--- src/rtl/sertx_pkg.sv ---
package sertx_pkg;

    typedef struct packed {
        logic busy;
        logic done;
    } ctl_t;

    function automatic logic par_fix(input logic ones_odd, input logic want_odd);
        return ones_odd ^ want_odd;
    endfunction

endpackage

--- src/rtl/sertx_bitclk.sv ---
module sertx_bitclk #(
    parameter int OSR = 16
) (
    input  logic clk,
    input  logic rst_n,
    input  logic run,
    input  logic tick,
    output logic bit_end
);
    localparam int CW = (OSR > 1) ? $clog2(OSR) : 1;

    logic [CW-1:0] cnt_d, cnt_q;

    always_comb begin
        bit_end = run && tick && (cnt_q == CW'(OSR - 1));
        cnt_d   = cnt_q;
        if (!run) begin
            cnt_d = '0;
        end else if (tick) begin
            cnt_d = bit_end ? '0 : cnt_q + 1'b1;
        end
    end

    always_ff @(posedge clk or negedge rst_n) begin
        if (!rst_n) cnt_q <= '0;
        else        cnt_q <= cnt_d;
    end
endmodule

--- src/rtl/sertx_framer.sv ---
module sertx_framer
    import sertx_pkg::*;
#(
    parameter int DATA_W  = 8,
    localparam int FRAME_W = DATA_W + 3,
    localparam int NW      = $clog2(FRAME_W + 1)
) (
    input  logic [DATA_W-1:0]  data,
    input  logic               ext,
    input  logic               long_word,
    input  logic               par_en,
    input  logic               par_odd,
    output logic [FRAME_W-1:0] frame,
    output logic [NW-1:0]      nbits
);
    logic [DATA_W-2:0] low;
    logic              p_short, p_long, top_pos, ext_pos;

    always_comb begin
        low     = data[DATA_W-2:0];
        p_short = par_fix(^low, par_odd);
        p_long  = par_fix(^data, par_odd);
        top_pos = (!long_word && par_en) ? p_short : data[DATA_W-1];
        ext_pos = long_word ? (par_en ? p_long : ext) : 1'b1;
        frame   = {1'b1, ext_pos, top_pos, low, 1'b0};
        nbits   = long_word ? NW'(FRAME_W) : NW'(FRAME_W - 1);
    end
endmodule

--- src/rtl/sertx_shift.sv ---
module sertx_shift #(
    parameter int FRAME_W = 11,
    localparam int NW     = $clog2(FRAME_W + 1)
) (
    input  logic               clk,
    input  logic               rst_n,
    input  logic               load,
    input  logic               step,
    input  logic [FRAME_W-1:0] frame_in,
    input  logic [NW-1:0]      nbits_in,
    output logic               line,
    output logic               last
);
    typedef struct packed {
        logic [FRAME_W-1:0] sh;
        logic [NW-1:0]      left;
    } sh_t;

    sh_t st_d, st_q;

    always_comb begin
        st_d = st_q;
        if (load) begin
            st_d.sh   = frame_in;
            st_d.left = nbits_in;
        end else if (step) begin
            st_d.sh   = {1'b1, st_q.sh[FRAME_W-1:1]};
            st_d.left = st_q.left - 1'b1;
        end
        line = st_q.sh[0];
        last = (st_q.left == NW'(1));
    end

    always_ff @(posedge clk or negedge rst_n) begin
        if (!rst_n) begin
            st_q.sh   <= '1;
            st_q.left <= '0;
        end else begin
            st_q <= st_d;
        end
    end
endmodule

--- src/rtl/sertx_parsub.sv ---
module sertx_parsub
    import sertx_pkg::*;
#(
    parameter int DATA_W = 8,
    parameter int OSR    = 16
) (
    input  logic              clk,
    input  logic              rst_n,
    input  logic              baud_tick,
    input  logic              wr_valid,
    input  logic [DATA_W-1:0] wr_data,
    input  logic              wr_ext,
    input  logic              long_word,
    input  logic              par_en,
    input  logic              par_odd,
    output logic              line_out,
    output logic              busy,
    output logic              done
);
    localparam int FRAME_W = DATA_W + 3;
    localparam int NW      = $clog2(FRAME_W + 1);

    ctl_t               ctl_d, ctl_q;
    logic               accept, bit_end, last;
    logic [FRAME_W-1:0] frame;
    logic [NW-1:0]      nbits;

    sertx_framer #(.DATA_W(DATA_W)) i_framer (
        .data      (wr_data),
        .ext       (wr_ext),
        .long_word (long_word),
        .par_en    (par_en),
        .par_odd   (par_odd),
        .frame     (frame),
        .nbits     (nbits)
    );

    sertx_bitclk #(.OSR(OSR)) i_bitclk (
        .clk     (clk),
        .rst_n   (rst_n),
        .run     (ctl_q.busy),
        .tick    (baud_tick),
        .bit_end (bit_end)
    );

    sertx_shift #(.FRAME_W(FRAME_W)) i_shift (
        .clk      (clk),
        .rst_n    (rst_n),
        .load     (accept),
        .step     (bit_end),
        .frame_in (frame),
        .nbits_in (nbits),
        .line     (line_out),
        .last     (last)
    );

    always_comb begin
        accept     = wr_valid && !ctl_q.busy;
        ctl_d.done = ctl_q.busy && bit_end && last;
        ctl_d.busy = ctl_q.busy;
        if (accept)          ctl_d.busy = 1'b1;
        else if (ctl_d.done) ctl_d.busy = 1'b0;
    end

    always_ff @(posedge clk or negedge rst_n) begin
        if (!rst_n) ctl_q <= '0;
        else        ctl_q <= ctl_d;
    end

    assign busy = ctl_q.busy;
    assign done = ctl_q.done;
endmodule

--- config.mk ---
export PLATFORM = sky130hd
export DESIGN_NAME = sertx_parsub
export DESIGN_NICKNAME = d
export VERILOG_FILES = /design/src/rtl/sertx_pkg.sv /design/src/rtl/sertx_bitclk.sv /design/src/rtl/sertx_framer.sv /design/src/rtl/sertx_shift.sv /design/src/rtl/sertx_parsub.sv
export SDC_FILE = /design/constraint.sdc
export NUM_CORES = 1
export LEC_CHECK = 0
export ABC_AREA = 1
export CORE_UTILIZATION = 44
export CTS_CLUSTER_DIAMETER = 60
export DETAILED_ROUTE_END_ITERATION = 7
export PLACE_DENSITY = 0.7
export SYNTH_ARGS = -nofsm -noshare
export SYNTH_HDL_FRONTEND = slang
export SYNTH_SLANG_ARGS = --single-unit
--- constraint.sdc ---
create_clock -name clk -period 1.4 [get_ports clk]
set_input_delay 0.28 -clock clk [delete_from_list [all_inputs] [get_ports clk]]
set_output_delay 0.28 -clock clk [all_outputs]
set_load 0.01 [all_outputs]
==> results by group <==
GRT
  – First-pass GRT wire length: 4.35 mm
  – GRT Util Overall: 0.179
  – Vias in the first global route: 1034
  – Total gr overflow: 0
  – Initial antenna violation count: 0
  – Largest net degree at the start of global routing: 21

Power and ir drop
  – Cell Pwr Density: 1430 nW/um2
  – Clk pwr share: 0.142
  – Register share of total power: 0.445
  – Leak: 0.866 nW
  – Sw Share: 0.354
  – Logic pwr share: 0.413
  – PnR Total Power: 2.40 mW
  – Psw: 0.848 mW
  – VDD IR max: 0.00107 V
  – Internal power: 1.55 mW

Clock tree
  – CTS tree: done
  – H-tree levels: 1
  – Clock-pin slew on the worst setup and hold paths: 110 ps
  – Hold-fix buffers at CTS: 0
  – Clock root cell: clkbuf_4
  – Clock Latency Late Sink: 300 ps
  – TritonCTS sink count: 20
  – CTS Buf Count: 3
  – Clock Tree Buf Depth: 2

Synthesis
  – Post-synth top area share: 0.211
  – Post-synth EDFFs: 0
  – Post-synthesis sequential area ratio: 0.412
  – Most used DFF post-synth: dfstp_2
  – Seq cells post-synth: 20
  – Synthesized instance count: 164
  – Mapped Area: 1250 um2
  – Syn avg cell area: 7.60 um2
  – Synth area leader: dfstp_2
  – Total nets after synthesis: 183
  – YS warnings: 0
  – Async S/R FF share, synth: 1.00
  – Largest cells by area after synthesis: dfstp_2, dfrtp_1, nand2_1
  – Post-synthesis cell type count: 29

Route
  – ANT nets after route: 0
  – Detailed Routing Iterations Pass 1: 4
  – Starting DRT DRC Count: 32
  – Residual DRC: 0
  – Vias: 1132
  – Routed len/inst: 11.3 um
  – Avg Vias per Cell: 4.84
  – Final WL: 2.65 mm

Status
  – Status: completed

Setup path
  – Slowest cell delay on critical path: 550 ps
  – Crit-path cells: clkdlybuf4s15_1
  – Largest delay contributor family on the critical path: flip-flops
  – Buf+Inv Stages, Crit Path: 1
  – Worst flop-to-flop path startpoint: i_bitclk.cnt_q[1]$_DFFE_PN0P_
  – Critical path class: flop to output pin
  – Worst path arrival time: 1080 ps
  – WP data required: 1120 ps
  – Worst path slowest cell: dfstp_2
  – Largest fanout on the critical path: 2
  – Reg2reg path depth: 8
  – Reg2reg setup slack: 50 ps
  – Worst r2r dst: i_shift.st_q[3]$_DFFE_PN0P_
  – CP Launch Point: i_shift.line$_DFFE_PN1P_
  – CP Launch Type: flop
  – Worst setup EP type: output pin

Floorplanning
  – Die Ht: 55.2 um
  – I/O Pins: 19
  – Initial Util: 0.485
  – Num rows: 18
  – Die ar.: 3050 um2
  – CORE AREA: 2570 um2
  – Die width: 55.2 um

STA
  – Fmax: 0.734 GHz
  – Max-slew headroom: 0.789
  – Period minus WS final: 1360 ps
  – Final WS setup: 37.0 ps
  – Worst slew pin tran: 313 ps
  – Worst Clk Skew: 4.10 ps
  – Period utilization: 0.974
  – Final TNS setup: 0 ps
  – # setup viols final: 0
  – Max-slew violations: 0
  – RSZ-0062 raised after global routing: true
  – Fin. Hold Viols: 0

Layout
  – Post-route cell area: 1680 um2
  – Number of diodes: 0
  – Nets: 224
  – Layout cell share with drive strength beyond 1: 0.299
  – Core Util, Final: 0.653
  – Area grow syn2layout: 34.4%

Placed design
  – DP Worst Slack: -244 ps
  – DP Wirelength: 2.04 mm
  – IO Port Bufs: 18
  – GP Congestion: 0.703
  – Placed cell areas: 1540 um2

Flow run
  – Number of max-cap violations: 0

Hold path
  – Class of the worst hold path: input port to asynchronous set/reset pin
flip-flops by register name (all words and copies together), names as in the netlist:
signal / count
i_bitclk.cnt_q: 4
i_shift.line: 1
busy: 1
i_shift.st_q: 13
done: 1
through the flow:
stage / hold WS, ps / instances
global placement: 429 / 223
detailed placement: 439 / 223
floorplan: -15.6 / 164
CTS: 315 / 229
finish: 317 / 234
global route: 336 / 234
Yosys cell counts (2+ instances only):
library cell,number
nand2_1,56
inv_1,21
nor2_1,15
dfrtp_1,10
dfstp_2,10
o21ai_0,9
nand3_1,6
a21oi_1,5
a31oi_2,5
inv_2,4
ha_1,3
nand4_1,2
o21ai_1,2
cells in the final DEF, fill, tap and decap left out, types with 2 or more instances in the layout:
master           instances
o21ai_1                  2
nand2_1                 54
nand2_2                  2
nor2_1                  10
inv_4                    2
dfrtp_1                 10
a21oi_2                  2
dfstp_2                 10
a21oi_1                  4
inv_1                   21
inv_2                    3
dlymetal6s2s_1           6
a31oi_2                  5
nor2_2                   6
dlygate4sd2_1            2
nand3_1                  6
nand4_1                  2
o21ai_0                  8
ha_1                     2
buf_4                   20
clkdlybuf4s50_1          9
clkbuf_4                 3
how the worst max path moves through the flow:
| stage | to | cells past startpoint |
|---|---|---|
| floorplan | i_shift.st_q[0]$_DFFE_PN0P_ | 10 |
| global placement | i_shift.st_q[13]$_DFFE_PN1P_ | 11 |
| detailed placement | i_shift.st_q[13]$_DFFE_PN1P_ | 11 |
| CTS | line_out | 1 |
| global route | i_shift.st_q[3]$_DFFE_PN0P_ | 8 |
| finish | line_out | 1 |
kinds of logic after synthesis:
logic type,Yosys count,synth area share
compound gates,26,0.146
xor+xnor,1,0.00703
fa+ha+maj,3,0.0301
buf+inv,30,0.112
simple gates,84,0.293
flops,20,0.412
metal layers:
metal  vias to the layer above  global-route usage  part of all wire  routed length [um]
met1                       513               0.208              0.45                1180
met3                         4              0.0141             0.019                  51
li1                        597                   -                 -                   -
met5                         -                   0                 0                   0
met2                        18               0.327              0.52                1360
met4                         0              0.0929             0.018                  47
power by group through the flow:
stage	clock (mW)	combinational (mW)	sequential (mW)
floorplan	0	0.629	1.04
global placement	0	0.837	1.05
detailed placement	0	0.879	1.06
CTS	0.347	0.909	1.05
global route	0.367	1.11	1.10
finish	0.340	0.990	1.07
cell type report:
| class | instances | area [um2] |
|---|---|---|
| tap | 30 | 37.5 |
| multi-input combinational | 114 | 621 |
| fill | 229 | 892 |
| timing repair buffer | 39 | 354 |
| inverter | 27 | 114 |
| sequential | 20 | 513 |
| clock buffer | 4 | 36.3 |
timing repair:
action,in CTS,in global routing
pin swaps,0,4
endpoints found under the setup margin,5,15
buffers inserted,2,5
gates resized for setup,4,19
No activity file was read; power rests on OpenSTA's default activity.
